### config.mk
export PLATFORM = sky130hd
export DESIGN_NAME = chain_dma
export DESIGN_NICKNAME = d
export VERILOG_FILES = /design/src/rtl/cdma_pkg.sv /design/src/rtl/cdma_cmd.sv /design/src/rtl/cdma_irq.sv /design/src/rtl/cdma_seq.sv /design/src/rtl/chain_dma.sv
export SDC_FILE = /design/constraint.sdc
export NUM_CORES = 1
export LEC_CHECK = 0
export BUFFER_PORTS_ARGS = -buffer_cell sky130_fd_sc_hd__buf_2
export CELL_PAD_IN_SITES_DETAIL_PLACEMENT = 1
export CELL_PAD_IN_SITES_GLOBAL_PLACEMENT = 1
export CORE_MARGIN = 1
export CORE_UTILIZATION = 30
export CTS_CLUSTER_DIAMETER = 30
export DETAILED_ROUTE_END_ITERATION = 8
export HOLD_SLACK_MARGIN = 0.15
export PLACE_DENSITY = 0.69
export SKIP_CTS_REPAIR_TIMING = 1
export SYNTH_ARGS = -nofsm -noshare
export SYNTH_HDL_FRONTEND = slang
export SYNTH_HIERARCHICAL = 1
export SYNTH_SLANG_ARGS = --single-unit
### constraint.sdc
create_clock -name clk -period 8.6 [get_ports clk]
set_input_delay 1.29 -clock clk [delete_from_list [all_inputs] [get_ports clk]]
set_output_delay 1.29 -clock clk [all_outputs]
set_load 0.03 [all_outputs]
### src/rtl/cdma_pkg.sv
package cdma_pkg;
   typedef enum logic [2:0] {
      ST_IDLE,
      ST_FETCH,
      ST_SRC,
      ST_DST,
      ST_WB
   } seq_state_e;

   // control word fields
   localparam int CTL_START_BIT = 3;
   localparam int CTL_STOP_BIT  = 4;
   localparam int CTL_ADDR_LSB  = 5;

   // command word fields
   localparam int CMD_IRQ_BIT   = 1;
   localparam int CMD_DIR_BIT   = 12;

   // descriptor word indices
   localparam int DESC_WORDS    = 12;
   localparam int W_LINK        = 0;
   localparam int W_MADDR       = 1;
   localparam int W_PADDR       = 2;
   localparam int W_LEN         = 3;
   localparam int W_GAP         = 4;
   localparam int W_CNT         = 5;
   localparam int W_CMD         = 6;
   localparam int W_STAT        = 7;

   localparam logic [31:0] STAT_DONE = 32'h0000_0001;
endpackage

### src/rtl/cdma_cmd.sv
module cdma_cmd
   import cdma_pkg::*;
#(
   parameter int AW = 32
) (
   input  logic          clk,
   input  logic          rst_n,
   input  logic          ctl_we,
   input  logic [31:0]   ctl_wdata,
   input  logic          ctx_live,
   output logic          run,
   output logic          go_new,
   output logic          flush,
   output logic [AW-1:0] first_addr
);
   logic stop_w, start_w;

   assign stop_w     = ctl_we & ctl_wdata[CTL_STOP_BIT];
   assign start_w    = ctl_we & ctl_wdata[CTL_START_BIT] & ~ctl_wdata[CTL_STOP_BIT];
   assign flush      = ctl_we & (ctl_wdata == 32'h0);
   assign go_new     = start_w & ~ctx_live;
   assign first_addr = {ctl_wdata[AW-1:CTL_ADDR_LSB], {CTL_ADDR_LSB{1'b0}}};

   always_ff @(posedge clk) begin
      if (!rst_n)                run <= 1'b0;
      else if (stop_w || flush)  run <= 1'b0;
      else if (start_w)          run <= 1'b1;
   end

   AST_STOP_WINS: assert property (@(posedge clk) disable iff (!rst_n)
      (ctl_we && ctl_wdata[CTL_STOP_BIT]) |=> !run);
endmodule

### src/rtl/cdma_irq.sv
module cdma_irq (
   input  logic clk,
   input  logic rst_n,
   input  logic done,
   input  logic clr,
   output logic irq,
   output logic pending
);
   always_ff @(posedge clk) begin
      if (!rst_n) begin
         irq     <= 1'b0;
         pending <= 1'b0;
      end else begin
         irq <= done;
         if (done)     pending <= 1'b1;
         else if (clr) pending <= 1'b0;
      end
   end

   AST_IRQ_SINGLE: assert property (@(posedge clk) disable iff (!rst_n)
      irq |=> !irq);
   AST_PEND_ON_IRQ: assert property (@(posedge clk) disable iff (!rst_n)
      irq |-> pending);
endmodule

### src/rtl/cdma_seq.sv
module cdma_seq
   import cdma_pkg::*;
#(
   parameter int AW         = 32,
   parameter int LEN_W      = 16,
   parameter int CNT_W      = 16,
   parameter bit STEP_WORDS = 1'b1
) (
   input  logic          clk,
   input  logic          rst_n,
   input  logic          run,
   input  logic          go_new,
   input  logic          flush,
   input  logic [AW-1:0] first_addr,
   output logic          ctx_live,
   output logic          desc_done,
   output logic          mem_req,
   output logic          mem_we,
   output logic [AW-1:0] mem_addr,
   output logic [31:0]   mem_wdata,
   input  logic          mem_ack,
   input  logic [31:0]   mem_rdata,
   output logic          pp_req,
   output logic          pp_we,
   output logic [AW-1:0] pp_addr,
   output logic [31:0]   pp_wdata,
   input  logic          pp_ack,
   input  logic [31:0]   pp_rdata
);
   localparam int IDX_W = $clog2(DESC_WORDS);
   localparam logic [IDX_W-1:0] IDX_LAST = IDX_W'(DESC_WORDS - 1);

   seq_state_e       st;
   logic [AW-1:0]    base, maddr, paddr, gap_b;
   logic [AW-3:0]    link_ptr;
   logic             link_ok, dir, irq_en, hold;
   logic [LEN_W-1:0] len, wcnt;
   logic [CNT_W-1:0] cnt, bcnt;
   logic [IDX_W-1:0] widx;
   logic [31:0]      dbuf, rd_word;
   logic [AW-1:0]    rd_gap;
   logic             use_mem, use_pp, go, bus_req, bus_ack, xfer, last_word, last_blk;

   generate
      if (STEP_WORDS) begin : g_gap_words
         assign rd_gap = {rd_word[AW-3:0], 2'b00};
      end else begin : g_gap_bytes
         assign rd_gap = rd_word[AW-1:0];
      end
   endgenerate

   assign use_mem = (st == ST_FETCH) || (st == ST_WB) ||
                    (st == ST_SRC && dir) || (st == ST_DST && !dir);
   assign use_pp  = (st == ST_SRC && !dir) || (st == ST_DST && dir);
   assign go      = run | hold;
   assign mem_req = go & use_mem;
   assign pp_req  = go & use_pp;
   assign bus_req = mem_req | pp_req;
   assign bus_ack = use_mem ? mem_ack : pp_ack;
   assign xfer    = bus_req & bus_ack;
   assign rd_word = use_mem ? mem_rdata : pp_rdata;

   assign mem_we    = (st == ST_WB) || (st == ST_DST);
   assign mem_wdata = (st == ST_WB) ? STAT_DONE : dbuf;
   assign pp_we     = (st == ST_DST);
   assign pp_addr   = paddr;
   assign pp_wdata  = dbuf;

   always_comb begin
      case (st)
         ST_FETCH: mem_addr = base + AW'({widx, 2'b00});
         ST_WB:    mem_addr = base + AW'(W_STAT * 4);
         default:  mem_addr = maddr;
      endcase
   end

   assign last_word = (wcnt == len - LEN_W'(1));
   assign last_blk  = (bcnt == cnt - CNT_W'(1));
   assign ctx_live  = (st != ST_IDLE);
   assign desc_done = (st == ST_WB) & xfer & irq_en;

   always_ff @(posedge clk) begin
      if (!rst_n) begin
         st <= ST_IDLE;  hold <= 1'b0;  widx <= '0;
         base <= '0;  maddr <= '0;  paddr <= '0;  gap_b <= '0;
         link_ptr <= '0;  link_ok <= 1'b0;  dir <= 1'b0;  irq_en <= 1'b0;
         len <= '0;  cnt <= '0;  wcnt <= '0;  bcnt <= '0;  dbuf <= '0;
      end else if (flush) begin
         st   <= ST_IDLE;
         hold <= 1'b0;
      end else begin
         hold <= bus_req & ~bus_ack;
         case (st)
            ST_IDLE: if (go_new) begin
               base <= first_addr;
               widx <= '0;
               st   <= ST_FETCH;
            end
            ST_FETCH: if (xfer) begin
               case (widx)
                  IDX_W'(W_LINK):  begin
                     link_ptr <= rd_word[AW-1:2];
                     link_ok  <= rd_word[0];
                  end
                  IDX_W'(W_MADDR): maddr <= rd_word[AW-1:0];
                  IDX_W'(W_PADDR): paddr <= rd_word[AW-1:0];
                  IDX_W'(W_LEN):   len   <= rd_word[LEN_W-1:0];
                  IDX_W'(W_GAP):   gap_b <= rd_gap;
                  IDX_W'(W_CNT):   cnt   <= rd_word[CNT_W-1:0];
                  IDX_W'(W_CMD):   begin
                     dir    <= rd_word[CMD_DIR_BIT];
                     irq_en <= rd_word[CMD_IRQ_BIT];
                  end
                  default: ;
               endcase
               widx <= widx + IDX_W'(1);
               if (widx == IDX_LAST) begin
                  wcnt <= '0;
                  bcnt <= '0;
                  st   <= (len == '0 || cnt == '0) ? ST_WB : ST_SRC;
               end
            end
            ST_SRC: if (xfer) begin
               dbuf <= rd_word;
               st   <= ST_DST;
            end
            ST_DST: if (xfer) begin
               if (last_word) begin
                  wcnt  <= '0;
                  maddr <= maddr + AW'(4) + gap_b;
                  if (last_blk) st <= ST_WB;
                  else begin
                     bcnt <= bcnt + CNT_W'(1);
                     st   <= ST_SRC;
                  end
               end else begin
                  wcnt  <= wcnt + LEN_W'(1);
                  maddr <= maddr + AW'(4);
                  st    <= ST_SRC;
               end
            end
            ST_WB: if (xfer) begin
               if (link_ok) begin
                  base <= {link_ptr, 2'b00};
                  widx <= '0;
                  st   <= ST_FETCH;
               end else begin
                  st <= ST_IDLE;
               end
            end
            default: st <= ST_IDLE;
         endcase
      end
   end

   AST_MEM_HELD: assert property (@(posedge clk) disable iff (!rst_n || flush)
      (mem_req && !mem_ack) |=> (mem_req && $stable(mem_addr) && $stable(mem_we)));
   AST_PP_HELD: assert property (@(posedge clk) disable iff (!rst_n || flush)
      (pp_req && !pp_ack) |=> (pp_req && $stable(pp_addr) && $stable(pp_we) && $stable(pp_wdata)));
   AST_FETCH_FIRST: assert property (@(posedge clk) disable iff (!rst_n)
      (st == ST_SRC && $past(st) == ST_FETCH) |-> ($past(widx) == IDX_LAST));
endmodule

### src/rtl/chain_dma.sv
module chain_dma
   import cdma_pkg::*;
#(
   parameter int AW         = 32,
   parameter int LEN_W      = 16,
   parameter int CNT_W      = 16,
   parameter bit STEP_WORDS = 1'b1
) (
   input  logic          clk,
   input  logic          rst_n,
   input  logic          ctl_we,
   input  logic [31:0]   ctl_wdata,
   input  logic          pend_clr,
   output logic          irq,
   output logic          irq_pending,
   output logic          mem_req,
   output logic          mem_we,
   output logic [AW-1:0] mem_addr,
   output logic [31:0]   mem_wdata,
   input  logic          mem_ack,
   input  logic [31:0]   mem_rdata,
   output logic          pp_req,
   output logic          pp_we,
   output logic [AW-1:0] pp_addr,
   output logic [31:0]   pp_wdata,
   input  logic          pp_ack,
   input  logic [31:0]   pp_rdata
);
   generate
      if (AW < 8 || AW > 32) begin : g_bad_aw
         $error("chain_dma: AW must lie in 8..32");
      end
      if (LEN_W < 1 || LEN_W > 32) begin : g_bad_len
         $error("chain_dma: LEN_W must lie in 1..32");
      end
      if (CNT_W < 1 || CNT_W > 32) begin : g_bad_cnt
         $error("chain_dma: CNT_W must lie in 1..32");
      end
   endgenerate

   logic          run, go_new, flush, ctx_live, desc_done;
   logic [AW-1:0] first_addr;

   cdma_cmd #(.AW(AW)) u_cmd (
      .clk(clk), .rst_n(rst_n), .ctl_we(ctl_we), .ctl_wdata(ctl_wdata),
      .ctx_live(ctx_live), .run(run), .go_new(go_new), .flush(flush),
      .first_addr(first_addr)
   );

   cdma_seq #(.AW(AW), .LEN_W(LEN_W), .CNT_W(CNT_W), .STEP_WORDS(STEP_WORDS)) u_seq (
      .clk(clk), .rst_n(rst_n), .run(run), .go_new(go_new), .flush(flush),
      .first_addr(first_addr), .ctx_live(ctx_live), .desc_done(desc_done),
      .mem_req(mem_req), .mem_we(mem_we), .mem_addr(mem_addr), .mem_wdata(mem_wdata),
      .mem_ack(mem_ack), .mem_rdata(mem_rdata),
      .pp_req(pp_req), .pp_we(pp_we), .pp_addr(pp_addr), .pp_wdata(pp_wdata),
      .pp_ack(pp_ack), .pp_rdata(pp_rdata)
   );

   cdma_irq u_irq (
      .clk(clk), .rst_n(rst_n), .done(desc_done), .clr(pend_clr),
      .irq(irq), .pending(irq_pending)
   );

   AST_STOP_QUIET: assert property (@(posedge clk) disable iff (!rst_n)
      (ctl_we && ctl_wdata[CTL_STOP_BIT] && !mem_req && !pp_req) |=> (!mem_req && !pp_req));
   AST_RESET_IDLE: assert property (@(posedge clk)
      $past(!rst_n) |-> (!mem_req && !pp_req && !irq));
endmodule

==> PnR_summary.wiki, run 1 <==
{| class="wikitable"
! Metric !! Value
|-
| Nature of the critical path startpoint || register
|-
| Total track usage || 0.2274
|-
| Port buffer count || about 240
|-
| Clock latency at the later pin of the worst-skew pair || approximately 0.6 ns
|-
| Unrepaired setup endpoints after global routing || false
|-
| Core region area || 52450 µm²
|-
| Initial Util || 0.3035
|-
| Footprint of the multi-input gates || between 9000 and 10000 µm²
|-
| Fraction of final layout cells sized beyond drive strength 1 || 0.2070
|-
| Post-synthesis instance area || around 16000 µm²
|-
| Total Die Area || around 54000 µm²
|-
| Clock tree buffer depth || 3
|-
| Starting DRC count in detailed routing || ~1000
|-
| Placed inst area || between 15000 and 20000 µm²
|-
| Clock slew seen by the registers of the worst setup and hold paths || roughly 0.040 ns
|-
| Min-delay worst type || register to register
|-
| Antenna violations before repair || 1
|-
| Final worst slack || ~2.5 ns
|-
| Final Hold Vio Count || 0
|-
| Post-placement worst setup slack || around 3.1 ns
|-
| Sequential cell area || around 5300 µm²
|-
| Area growth from synthesis to layout || 25.48%
|-
| Sum Neg Setup Slack || 0 ns
|-
| Total DRC errors in the routed layout || 0
|-
| Max cap viols || 0
|-
| Power Dens Cells || around 260 nW/µm²
|-
| WL final || around 63000 µm
|-
| Maximum achievable frequency || approximately 0.16 GHz
|-
| Most used cells in the layout excluding fill and tap cells || nor2_1 (306), dfxtp_1 (266), buf_2 (235)
|-
| Post-route cell area || around 20000 µm²
|-
| Kind of cell adding the most delay to the critical path || simple AND/OR/NAND/NOR gates
|-
| Final GP Congestion || around 0.87
|-
| Number of flip-flops and latches in the synthesized netlist || 266
|-
| Pin count of the biggest net entering global routing || 95
|-
| Clock skew || about 0.025 ns
|-
| Req. time, crit path || roughly 7.3 ns
|-
| Length of the first detailed-routing pass in iterations || 6
|-
| Run status || complete, no violations
|-
| Fin crit share || 0.7130
|-
| IO Count || between 200 and 250
|-
| Maximum resistive drop on vdd || a little under 200 µV
|-
| Final Max Slew Viols || 0
|-
| Number of antenna diodes || 0
|-
| Total number of placement rows || 84
|-
| Routed wirelength normalized by instance count || 21.36 µm
|-
| Crit path largest cell delay || 0.69 ns
|-
| Data arrival time of the critical path || ~4.8 ns
|-
| Via count normalized by instance count || roughly 5.5
|-
| Via total after detailed routing || ~16000
|-
| Share of flip-flops with an asynchronous set or reset || 0
|-
| Clock tree from TritonCTS || yes
|-
| Number of filler cells placed in the layout || ~6300
|-
| Reported leakage power || around 8.1 nW
|-
| Cell chosen for the clock root || clkbuf_16
|-
| EDFF count, synth || 0
|-
| Die width || 232.3 µm
|-
| Min cycle time layout || slightly above 6 ns
|-
| Startpoint-to-endpoint class of the critical path || register to output port
|-
| Maximum fanout along the worst path || just over 70
|-
| Antenna viol nets, final || 0
|-
| Vertical die dimension || approximately 230 µm
|-
| Final setup violation count || 0
|-
| Nets@finish || 2339
|-
| Critical path cell sequence || nor2_1, nand2_2, buf_4, nand2_1, ha_1, a21o_1, a21oi_1, o21bai_1, nor3b_1, and2_1, nand2b_1, nor2_1, xnor2_1, a21oi_1, buf_2
|-
| Nature of the critical path endpoint || output port
|-
| Slew at the pin with the worst max-slew slack || between 1 and 1.5 ns
|-
| Synth Instances || 1995
|-
| Most used flip-flop cell after synthesis || dfxtp_1
|-
| Total grt overflow || 0
|-
| Vias in the first global route || ~16000
|-
| Count of warnings emitted by yosys || 6
|-
| Number of clock sinks seen by CTS || ~270
|-
| Distinct cells, synth || 93
|-
| Critical path's slowest cell || dfxtp_1
|-
| Global-route wire length before repair || 95260 µm
|-
| Final-layout worst hold slack || between 0.4 and 0.5 ns
|-
| Sequential-to-total area share from yosys stat || 0.3345
|-
| H-tree level count || 3
|-
| Detailed Place HPWL || 45050 µm
|-
| CTS buffer count || 69
|-
| Mean area per synthesized cell || 7.979 µm²
|-
| Worst slew slack as a fraction of its limit || 0.1981
|-
| Number of buffers and inverters on the critical path || 2
|-
| Most common library cell in the layout ignoring fill and taps || nor2_1
|}
## worst reg2reg max path, cell delays in order, from the launching register on
cell	delay, ns
dfxtp_1	0.69
nor2_1	0.23
nand2_2	0.12
buf_4	0.55
nand3_1	0.21
a21oi_1	0.72
nand4_1	0.22
buf_4	0.30
nor2_1	0.79
o311ai_0	0.33
a21oi_1	0.22
a21o_1	0.10
## path summary, 6_finish.rpt
path	cells after the start	to	from	slack, ns
setup / recovery	15	mem_addr[25]	u_seq/st[1]	2.47
hold / removal	2	u_seq/irq_en	u_seq/irq_en	0.48
setup reg to reg	11	u_seq/maddr[26]	u_seq/st[1]	4.06
hold reg to reg	2	u_seq/irq_en	u_seq/irq_en	0.48
## power by group
group	leakage (nW)	internal [W]	switching (W)
combinational	4.80	0.000324	0.000897
sequential	2.14	0.00127	0.0000567
clock	1.16	0.00177	0.000869
total	8.10	0.00336	0.00182
## flip-flops by register name (all words and copies together), names as in the netlist
signal / cells
u_seq/gap_b: 30
u_seq/wcnt: 16
u_seq/widx: 4
u_seq/pp_wdata: 32
u_seq/irq_en: 1
u_seq/link_ok: 1
u_seq/cnt: 16
u_seq/dir: 1
u_seq/base: 32
u_irq/pending: 1
u_irq/irq: 1
u_seq/maddr: 32
u_seq/bcnt: 16
u_seq/pp_addr: 32
u_seq/hold: 1
u_seq/len: 16
u_seq/st: 3
u_seq/link_ptr: 30
u_cmd/run: 1
## cell type report
| type | count | share of cell area |
|---|---|---|
| timing repair buffer | 272 | 0.07279 |
| sequential | 266 | 0.2666 |
| clock inverter | 43 | 0.02606 |
| tap | 688 | 0.04310 |
| clock buffer | 84 | 0.09334 |
| multi-input combinational | 1541 | 0.4911 |
| inverter | 36 | 0.007016 |
## cells in the mapped netlist, types with 5 or more instances
| cell type | instances | area, µm² |
|---|---|---|
| o311ai_0 | 5 | 43.79 |
| nand3b_1 | 5 | 37.54 |
| o21bai_1 | 5 | 37.54 |
| o221ai_1 | 5 | 43.79 |
| nand2b_1 | 18 | 112.6 |
| nor2_1 | 309 | 1160 |
| o21a_1 | 10 | 75.07 |
| dfxtp_1 | 266 | 5325 |
| ha_1 | 49 | 613.1 |
| o31ai_1 | 10 | 75.07 |
| a31oi_1 | 12 | 75.07 |
| a311oi_1 | 35 | 306.5 |
| mux2_2 | 12 | 135.1 |
| nor2b_1 | 7 | 43.79 |
| buf_1 | 8 | 30.03 |
| o41ai_1 | 5 | 43.79 |
| o211ai_1 | 20 | 150.1 |
| nor3_1 | 37 | 185.2 |
| and4_1 | 11 | 96.34 |
| and3_1 | 24 | 150.1 |
| a21o_1 | 16 | 120.1 |
| xor2_1 | 55 | 481.7 |
| inv_1 | 34 | 127.6 |
| buf_4 | 32 | 240.2 |
| a21oi_1 | 109 | 545.5 |
| nand3_1 | 46 | 230.2 |
| clkbuf_1 | 106 | 397.9 |
| or2_2 | 8 | 50.05 |
| or4_1 | 10 | 75.07 |
| nand2_1 | 191 | 716.9 |
| nand4_1 | 29 | 181.4 |
| and2_1 | 44 | 275.3 |
| mux2i_1 | 47 | 470.5 |
| a211oi_1 | 168 | 1261 |
| buf_6 | 5 | 56.30 |
| o21ai_0 | 45 | 225.2 |
| nor3b_1 | 5 | 37.54 |
| a32o_1 | 7 | 70.07 |
| xnor2_1 | 71 | 621.9 |
| nor4_1 | 14 | 87.58 |
| or3_1 | 14 | 87.58 |
## per-layer routing
| metal | track usage | part of all wire | routed length, µm | up-vias |
|---|---|---|---|---|
| li1 | - | - | - | 7567 |
| met4 | 0.07525 | 0.029 | 1793 | 0 |
| met2 | 0.3875 | 0.48 | 30230 | 452 |
| met5 | 0 | 0 | 0 | - |
| met1 | 0.2849 | 0.44 | 27320 | 7976 |
| met3 | 0.04384 | 0.052 | 3236 | 118 |
## through the flow
stage,utilization,total power [W],cells
2_1_floorplan,-,0.001990,1999
3_3_place_gp,0.3354,0.002545,2803
3_5_place_dp,0.3354,0.002551,2803
4_1_cts,0.3808,0.005212,2930
5_1_grt,0.3808,0.005346,2930
6_report,0.3808,0.005187,2930
## kinds of logic after synthesis
group | count (synthesis) | synth area share
other | 1 | 0.0002356
AND/OR/NAND/NOR | 808 | 0.2457
AO/OA/AOI/OAI | 492 | 0.2155
buffers and inverters | 192 | 0.05557
multiplexers | 59 | 0.03804
adder cells (fa/ha/maj) | 51 | 0.04103
flip-flops | 266 | 0.3345
XOR/XNOR | 126 | 0.06933
Note: power is estimated with default switching activity, not from simulation.
==> inputs of run 2 (changes only) <==
--- a/config.mk
+++ b/config.mk
@@ -5,6 +5,7 @@
 export SDC_FILE = /design/constraint.sdc
 export NUM_CORES = 1
 export LEC_CHECK = 0
+export ABC_AREA = 1
 export BUFFER_PORTS_ARGS = -buffer_cell sky130_fd_sc_hd__buf_2
 export CELL_PAD_IN_SITES_DETAIL_PLACEMENT = 1
 export CELL_PAD_IN_SITES_GLOBAL_PLACEMENT = 1
@@ -13,7 +14,7 @@
 export CTS_CLUSTER_DIAMETER = 30
 export DETAILED_ROUTE_END_ITERATION = 8
 export HOLD_SLACK_MARGIN = 0.15
-export PLACE_DENSITY = 0.69
+export PLACE_DENSITY = 0.71
 export SKIP_CTS_REPAIR_TIMING = 1
 export SYNTH_ARGS = -nofsm -noshare
 export SYNTH_HDL_FRONTEND = slang
==> constraint.sdc (replaced) <==
create_clock -name clk -period 5.8 [get_ports clk]
set_input_delay 0.87 -clock clk [delete_from_list [all_inputs] [get_ports clk]]
set_output_delay 0.87 -clock clk [all_outputs]
set_load 0.03 [all_outputs]
==> PnR_summary.wiki, run 2 <==
{| class="wikitable"
! Metric !! Value
|-
| Total number of placement rows || 87 (was 84)
|-
| Clock slew seen by the registers of the worst setup and hold paths || 0.05 ns (was 0.04 ns)
|-
| Fraction of final layout cells sized beyond drive strength 1 || 0.1429 (was 0.2070)
|-
| WL final || 78250 µm (was 62580 µm)
|-
| Cell with the most instances after synthesis || nand2_1 (was nor2_1)
|-
| CTS buffer count || 76 (was 69)
|-
| Unrepaired setup endpoints after global routing || false (unchanged)
|-
| Core region area || 56820 µm² (was 52450 µm²)
|-
| EDFF count, synth || 0 (unchanged)
|-
| Final setup violation count || 0 (unchanged)
|-
| Fraction of post-synthesis cell area in the top cell type by area || 0.3068 (was 0.3345)
|-
| Via total after detailed routing || 19500 (was 16110)
|-
| Mean area per synthesized cell || 6.321 µm² (was 7.979 µm²)
|-
| Total DRC errors in the routed layout || 0 (unchanged)
|-
| Total Power || 0.008123 W (was 0.005187 W)
|-
| Cell chosen for the clock root || clkbuf_16 (unchanged)
|-
| Maximum fanout along the worst path || 32 (was 72)
|-
| Non-filler cells, final || 3756 (was 2930)
|-
| Number of placed cells counting well taps || 3611 (was 2803)
|-
| Nature of the critical path endpoint || output port (unchanged)
|-
| Met3 routed WL || 5141 µm (was 3236 µm)
|-
| Simple-gate area share of the yosys netlist || 0.2956 (was 0.2457)
|-
| Share of flip-flops with an asynchronous set or reset || 0 (unchanged)
|-
| Fin crit share || 0.9009
|-
| Final Hold Vio Count || 0 (unchanged)
|-
| Maximum achievable frequency || ~0.19 GHz
|-
| Most common library cell in the layout ignoring fill and taps || nand2_1 (was nor2_1)
|-
| Clock tree from TritonCTS || yes (unchanged)
|-
| Most used cells in the layout excluding fill and tap cells || nand2_1 (624), inv_1 (362), a21oi_1 (267) (was nor2_1 (306), dfxtp_1 (266), buf_2 (235))
|-
| Min-delay worst type || register to register (unchanged)
|-
| Total grt overflow || 0 (unchanged)
|-
| Vertical die dimension || 242.5 µm (was 232.3 µm)
|-
| Final Max Slew Viols || 0 (unchanged)
|-
| Post-synthesis instance area || 17360 µm² (was 15920 µm²)
|-
| Final GP Congestion || 0.9736 (was 0.8718)
|-
| Maximum resistive drop on vdd || 220.1 µV (was 198.7 µV)
|-
| Slew at the pin with the worst max-slew slack || 1.172 ns (was 1.203 ns)
|-
| Global-route wire length before repair || 118200 µm (was 95260 µm)
|-
| Area growth from synthesis to layout || 25.31% (was 25.48%)
|-
| Min cycle time layout || 5.225 ns
|-
| Via count normalized by instance count || 5.191 (was 5.499)
|-
| Clock tree buffer depth || 3 (unchanged)
|-
| Number of clock sinks seen by CTS || 266 (unchanged)
|-
| Sequential-to-total area share from yosys stat || 0.3068 (was 0.3345)
|-
| Nets@finish || 3086 (was 2339)
|-
| Max cap viols || 0 (unchanged)
|-
| Detailed Place HPWL || 57720 µm (was 45050 µm)
|-
| Most used flip-flop cell after synthesis || dfxtp_1 (unchanged)
|-
| Run status || complete, no violations (unchanged)
|-
| Top cells by instance count after synthesis || nand2_1 (624), inv_1 (362), a21oi_1 (267), dfxtp_1 (266), nor2_1 (260) (was nor2_1 (309), dfxtp_1 (266), nand2_1 (191), a211oi_1 (168), a21oi_1 (109))
|-
| Power Dens Cells || 373.5 nW/µm² (was 259.7 nW/µm²)
|-
| Nature of the critical path startpoint || register (unchanged)
|-
| Routed wirelength normalized by instance count || 20.83 µm (was 21.36 µm)
|-
| Reported leakage power || 9.613 nW (was 8.097 nW)
|-
| Initial Util || 0.3055 (was 0.3035)
|-
| Antenna violations before repair || 12 (was 1)
|-
| Req. time, crit path || 4.93 ns (was 7.31 ns)
|-
| Routed met1 length || 33400 µm (was 27320 µm)
|-
| Pin count of the biggest net entering global routing || 140 (was 95)
|-
| Synth Instances || 2746 (was 1995)
|-
| Clock skew || 0.03888 ns (was 0.02453 ns)
|-
| Worst slew slack as a fraction of its limit || 0.2106 (was 0.1981)
|-
| Number of flip-flops and latches in the synthesized netlist || 266 (unchanged)
|-
| Fraction of synthesized cell area in xor and xnor cells || 0.05399 (was 0.06933)
|-
| Adder-cell share of the synthesized area || 0.03763 (was 0.04103)
|-
| H-tree level count || 3 (unchanged)
|-
| Synthesized-area fraction occupied by ao, oa, aoi and oai cells || 0.1858 (was 0.2155)
|-
| Antenna viol nets, final || 0 (unchanged)
|-
| Die width || 242.5 µm (was 232.3 µm)
|-
| Data arrival time of the critical path || 4.36 ns (was 4.84 ns)
|-
| Startpoint-to-endpoint class of the critical path || register to output port (unchanged)
|-
| Length of the first detailed-routing pass in iterations || 5 (was 6)
|-
| Count of warnings emitted by yosys || 6 (unchanged)
|-
| Sum Neg Setup Slack || 0 ns (unchanged)
|-
| Port buffer count || 235 (unchanged)
|-
| Distinct cells, synth || 48 (was 93)
|-
| Vias in the first global route || 19840 (was 16140)
|-
| Total track usage || 0.2606 (was 0.2274)
|-
| Cell type with the highest aggregate area in the netlist || dfxtp_1 (unchanged)
|-
| Total Die Area || 58820 µm² (was 53980 µm²)
|-
| Number of filler cells placed in the layout || 7391 (was 6311)
|-
| Clock latency at the later pin of the worst-skew pair || 0.62 ns (was 0.59 ns)
|-
| Fraction of synthesized area in multiplexers || 0 (was 0.03804)
|-
| Dominant combinational cell family by area after synthesis || simple AND/OR/NAND/NOR gates (unchanged)
|-
| Highest routing layer actually used || met5 (was met4)
|-
| Starting DRC count in detailed routing || 1151 (was 1014)
|-
| IO Count || 236 (unchanged)
|-
| Final core utilization || 0.3828 (was 0.3808)
|-
| Wire length on met2 || 37140 µm (was 30230 µm)
|-
| Largest cells by area after synthesis || dfxtp_1 (31%), nand2_1 (13%), inv_1 (7.8%) (was dfxtp_1 (33%), a211oi_1 (7.9%), nor2_1 (7.3%))
|}
[run 2: cell types whose count changed in the layout (fill, tap and decap cells not counted), sizes merged, moves of 43 or more]
cell | before | now
o21ai | 47 | 247
a21oi | 109 | 269
nand3 | 47 | 157
nor2 | 312 | 269
mux2i | 47 | 0
nand2 | 193 | 630
inv | 46 | 377
a211oi | 168 | 3
[run 2: worst paths after layout]
path | depth (start not counted) | startpoint | slack, ns | to
worst max-delay path | 21 | u_seq/st[1] | 0.57 | mem_addr[30]
worst min-delay path | 2 | u_seq/link_ptr[7] | 0.44 | u_seq/link_ptr[7]
worst max register to register | 11 | u_seq/st[1] | 1.57 | u_seq/pp_addr[27]
worst min register to register | 2 | u_seq/link_ptr[7] | 0.44 | u_seq/link_ptr[7]
[run 2: cells by family after synthesis]
logic type | Yosys count
xor gates and xnor gates | 107
AOI/OAI and AO/OA | 607
and+or+nand+nor | 1200
adders and majority gates | 51
other | 1
buffers and inverters | 514
DFF | 266
[run 2: power breakdown]
| group | total [W] | leakage, nW | internal (W) | switching [W] |
|---|---|---|---|---|
| registers | 0.00204 | 2.15 | 0.00192 | 0.000117 |
| clock network | 0.00456 | 1.36 | 0.00322 | 0.00134 |
| logic | 0.00152 | 6.11 | 0.000267 | 0.00126 |
| total | 0.00812 | 9.61 | 0.00540 | 0.00272 |
[run 2: through the flow]
stage	setup slack, ns	hold WS (ns)	cell area (µm²)
after floorplan	1.558	0.4237	17370
final	0.5749	0.4417	21750
after global placement	1.372	0.4314	18930
after detailed placement	1.246	0.4366	18930
after global routing	0.2127	0.4604	21740
after CTS	0.5759	0.4460	21740
[run 2: worst max-delay path, stage by stage, from the launching register on]
cell	delay, ns
dfxtp_1	0.36
inv_2	0.11
nand2_1	0.13
nor2_4	0.11
buf_4	0.33
inv_1	0.14
nand2_1	0.08
ha_1	0.18
fa_1	0.23
nand3_1	0.10
nand3_1	0.10
nand2_1	0.10
nor2_1	0.16
nand2_1	0.12
nor2_1	0.32
nand4_1	0.27
nor2_1	0.20
nand4_1	0.12
xor2_1	0.16
nand2_1	0.06
o21ai_0	0.13
buf_2	0.25
[run 2: cell type report]
type,instances,area [µm²],area share
well taps,756,945.9,0.04349
multi-input cells,1970,9977,0.4587
flip-flops and latches,266,5325,0.2448
inverters,371,1398,0.06426
clock buffers,96,2120,0.09745
diodes,5,12.51,0.0005753
repair buffers,248,1289,0.05925
clock inverters,44,683.2,0.03141
[run 2: layer usage]
layer,track usage,vias up
li1,-,9289
met1,0.3288,9480
met2,0.4345,599
met3,0.04608,124
met4,0.1096,4
met5,0,-
==> inputs of run 3 (changes only) <==
--- a/config.mk
+++ b/config.mk
@@ -10,11 +10,11 @@
 export CELL_PAD_IN_SITES_DETAIL_PLACEMENT = 1
 export CELL_PAD_IN_SITES_GLOBAL_PLACEMENT = 1
 export CORE_MARGIN = 1
-export CORE_UTILIZATION = 30
-export CTS_CLUSTER_DIAMETER = 30
+export CORE_UTILIZATION = 41
+export CTS_CLUSTER_DIAMETER = 120
 export DETAILED_ROUTE_END_ITERATION = 8
 export HOLD_SLACK_MARGIN = 0.15
-export PLACE_DENSITY = 0.71
+export PLACE_DENSITY = 0.9
 export SKIP_CTS_REPAIR_TIMING = 1
 export SYNTH_ARGS = -nofsm -noshare
 export SYNTH_HDL_FRONTEND = slang
==> PnR_summary.wiki, run 3 (synthesis results as in run 2) <==
{| class="wikitable"
! Metric !! Value
|-
| Run status || complete, no violations (unchanged)
|-
| Critical path cell sequence || inv_2, nand2_1, nor2_4, inv_1, nand2_1, ha_1, fa_1, nand3_1, nand3_1, nand2_1, nor2_1, nand2_1, nor2_1, nand4_1, nor2_1, nand4_1, xor2_1, nand2_1, o21ai_0, buf_2 (was inv_2, nand2_1, nor2_4, buf_4, inv_1, nand2_1, ha_1, fa_1, nand3_1, nand3_1, nand2_1, nor2_1, nand2_1, nor2_1, nand4_1, nor2_1, nand4_1, xor2_1, nand2_1, o21ai_0, buf_2)
|-
| Most common library cell in the layout ignoring fill and taps || nand2_1 (unchanged)
|-
| Antenna violations before repair || 4 (was 12)
|-
| Non-filler cells, final || 3460 (was 3756)
|-
| Clock tree buffer depth || 3 (unchanged)
|-
| Cell internal pwr || 0.003478 W (was 0.005403 W)
|-
| Total grt overflow || 0 (unchanged)
|-
| Clock skew || 0.01285 ns (was 0.03888 ns)
|-
| CP Launch Point || u_seq/st[1] (unchanged)
|-
| Post-route cell area || 19800 µm² (was 21750 µm²)
|-
| Fraction of power spent switching nets || 0.3903 (was 0.3348)
|-
| Nature of the critical path endpoint || output port (unchanged)
|-
| Slew at the pin with the worst max-slew slack || 1.126 ns (was 1.172 ns)
|-
| Fin crit share || 0.9318 (was 0.9009)
|-
| Nets@finish || 3040 (was 3086)
|-
| Total Power || 0.005705 W (was 0.008123 W)
|-
| Global-route wire length before repair || 115400 µm (was 118200 µm)
|-
| Min cycle time layout || 5.405 ns (was 5.225 ns)
|-
| Clock latency at the later pin of the worst-skew pair || 0.60 ns (was 0.62 ns)
|-
| IO Count || 236 (unchanged)
|-
| Core region area || 41850 µm² (was 56820 µm²)
|-
| Length of the first detailed-routing pass in iterations || 7 (was 5)
|-
| Top cell by count, worst path || nand2_1 (unchanged)
|-
| Fraction of final layout cells sized beyond drive strength 1 || 0.1199 (was 0.1429)
|-
| Final Hold Vio Count || 0 (unchanged)
|-
| Unrepaired setup endpoints after global routing || false (unchanged)
|-
| Final GP Congestion || 0.9764 (was 0.9736)
|-
| Share of total power in combinational logic || 0.265 (was 0.188)
|-
| Via count normalized by instance count || 5.690 (was 5.191)
|-
| Sum Neg Setup Slack || 0 ns (unchanged)
|-
| Crit path largest cell delay || 0.38 ns (was 0.36 ns)
|-
| Worst slew slack as a fraction of its limit || 0.2495 (was 0.2106)
|-
| WL final || 76230 µm (was 78250 µm)
|-
| Area growth from synthesis to layout || 14.07% (was 25.31%)
|-
| CTS buffer count || 30 (was 76)
|-
| Maximum achievable frequency || 0.1850 GHz (was 0.1914 GHz)
|-
| Clock tree from TritonCTS || yes (unchanged)
|-
| Port buffer count || 235 (unchanged)
|-
| Net Sw Power || 0.002227 W (was 0.002720 W)
|-
| Proportion of power drawn by the clock network || 0.379 (was 0.561)
|-
| Vertical die dimension || 207.8 µm (was 242.5 µm)
|-
| Clock slew seen by the registers of the worst setup and hold paths || 0.06 ns (was 0.05 ns)
|-
| Number of clock sinks seen by CTS || 266 (unchanged)
|-
| Cell chosen for the clock root || clkbuf_16 (unchanged)
|-
| Routed wirelength normalized by instance count || 22.03 µm (was 20.83 µm)
|-
| Final Max Slew Viols || 0 (unchanged)
|-
| Register-to-register setup slack || 1.03 ns (was 1.57 ns)
|-
| Min-delay worst type || register to register (unchanged)
|-
| Power Dens Cells || 288.1 nW/µm² (was 373.5 nW/µm²)
|-
| Max cap viols || 0 (unchanged)
|-
| Total number of placement rows || 75 (was 87)
|-
| Maximum resistive drop on vdd || 260.5 µV (was 220.1 µV)
|-
| Die width || 207.8 µm (was 242.5 µm)
|-
| Maximum fanout along the worst path || 11 (was 32)
|-
| Via total after detailed routing || 19690 (was 19500)
|-
| H-tree level count || 1 (was 3)
|-
| Launch instance of the worst min-delay path || u_seq/link_ptr[0] (was u_seq/link_ptr[7])
|-
| Antenna viol nets, final || 0 (unchanged)
|-
| Startpoint-to-endpoint class of the critical path || register to output port (unchanged)
|-
| Final setup violation count || 0 (unchanged)
|-
| Detailed Place HPWL || 55880 µm (was 57720 µm)
|-
| Critical path's slowest cell || dfxtp_1 (unchanged)
|-
| Total track usage || 0.3439 (was 0.2606)
|-
| Initial Util || 0.4147 (was 0.3055)
|-
| Most used cells in the layout excluding fill and tap cells || nand2_1 (624), inv_1 (362), a21oi_1 (267) (unchanged)
|-
| Vias in the first global route || 19960 (was 19840)
|-
| Req. time, crit path || 4.93 ns (about the same)
|-
| Total Die Area || 43160 µm² (was 58820 µm²)
|-
| Nature of the critical path startpoint || register (unchanged)
|-
| Reported leakage power || 8.797 nW (was 9.613 nW)
|-
| R2R Path Start || u_seq/st[1] (unchanged)
|-
| Placed inst area || 18640 µm² (was 18930 µm²)
|-
| Total DRC errors in the routed layout || 0 (unchanged)
|-
| Number of placed cells counting well taps || 3393 (was 3611)
|-
| Pin count of the biggest net entering global routing || 79 (was 140)
|-
| Sequential share of power || 0.356 (was 0.251)
|-
| Data arrival time of the critical path || 4.53 ns (was 4.36 ns)
|-
| Starting DRC count in detailed routing || 1285 (was 1151)
|}
## run 3: power by group through the flow
stage / clock network (W) / registers, W / logic (W)
floorplan: 0 / 0.00201 / 0.000761
global placement: 0 / 0.00207 / 0.00141
detailed placement: 0 / 0.00207 / 0.00145
CTS: 0.00218 / 0.00203 / 0.00147
global route: 0.00225 / 0.00204 / 0.00156
finish: 0.00216 / 0.00203 / 0.00151
## run 3: worst max-delay path: cells and delay by family, from the launching register on
| kind | cells | cell delay (ns) |
|---|---|---|
| AND/OR/NAND/NOR | 13 | 2.27 |
| XOR/XNOR | 1 | 0.25 |
| flip-flops | 1 | 0.38 |
| AO/OA/AOI/OAI | 1 | 0.13 |
| buffers and inverters | 3 | 0.51 |
| adder cells (fa/ha/maj) | 2 | 0.41 |
## run 3: worst paths after layout
kind | end | cells past startpoint
max reg2reg | u_seq/gap_b[2] | 16
min | u_seq/link_ptr[0] | 2
min reg2reg | u_seq/link_ptr[0] | 2
max | mem_addr[30] | 20
## run 3: cell type report
type / count / area [µm²]
multi-input combinational: 1971 / 9983
timing repair buffer: 247 / 1269
fill: 5740 / 22050
tap: 539 / 674.4
inverter: 371 / 1398
antenna: 10 / 25.02
clock buffer: 39 / 844.6
clock inverter: 17 / 280.3
sequential: 266 / 5325
## run 3: routing by layer
metal,GRT usage,up-vias,part of all wire
met1,0.4065,9550,0.40
met5,0,-,0
met4,0.1821,0,0.051
met3,0.06203,187,0.071
met2,0.5926,768,0.48
li1,-,9182,-
## run 3: stage by stage
| stage | utilization | hold slack [ns] | setup WS, ns |
|---|---|---|---|
| after CTS | 0.4723 | 0.4490 | 0.3751 |
| after global routing | 0.4725 | 0.4671 | 0.03926 |
| final | 0.4731 | 0.4504 | 0.3954 |
| after floorplan | - | 0.4237 | 1.558 |
| after detailed placement | 0.4454 | 0.4358 | 1.064 |
| after global placement | 0.4454 | 0.4306 | 1.178 |
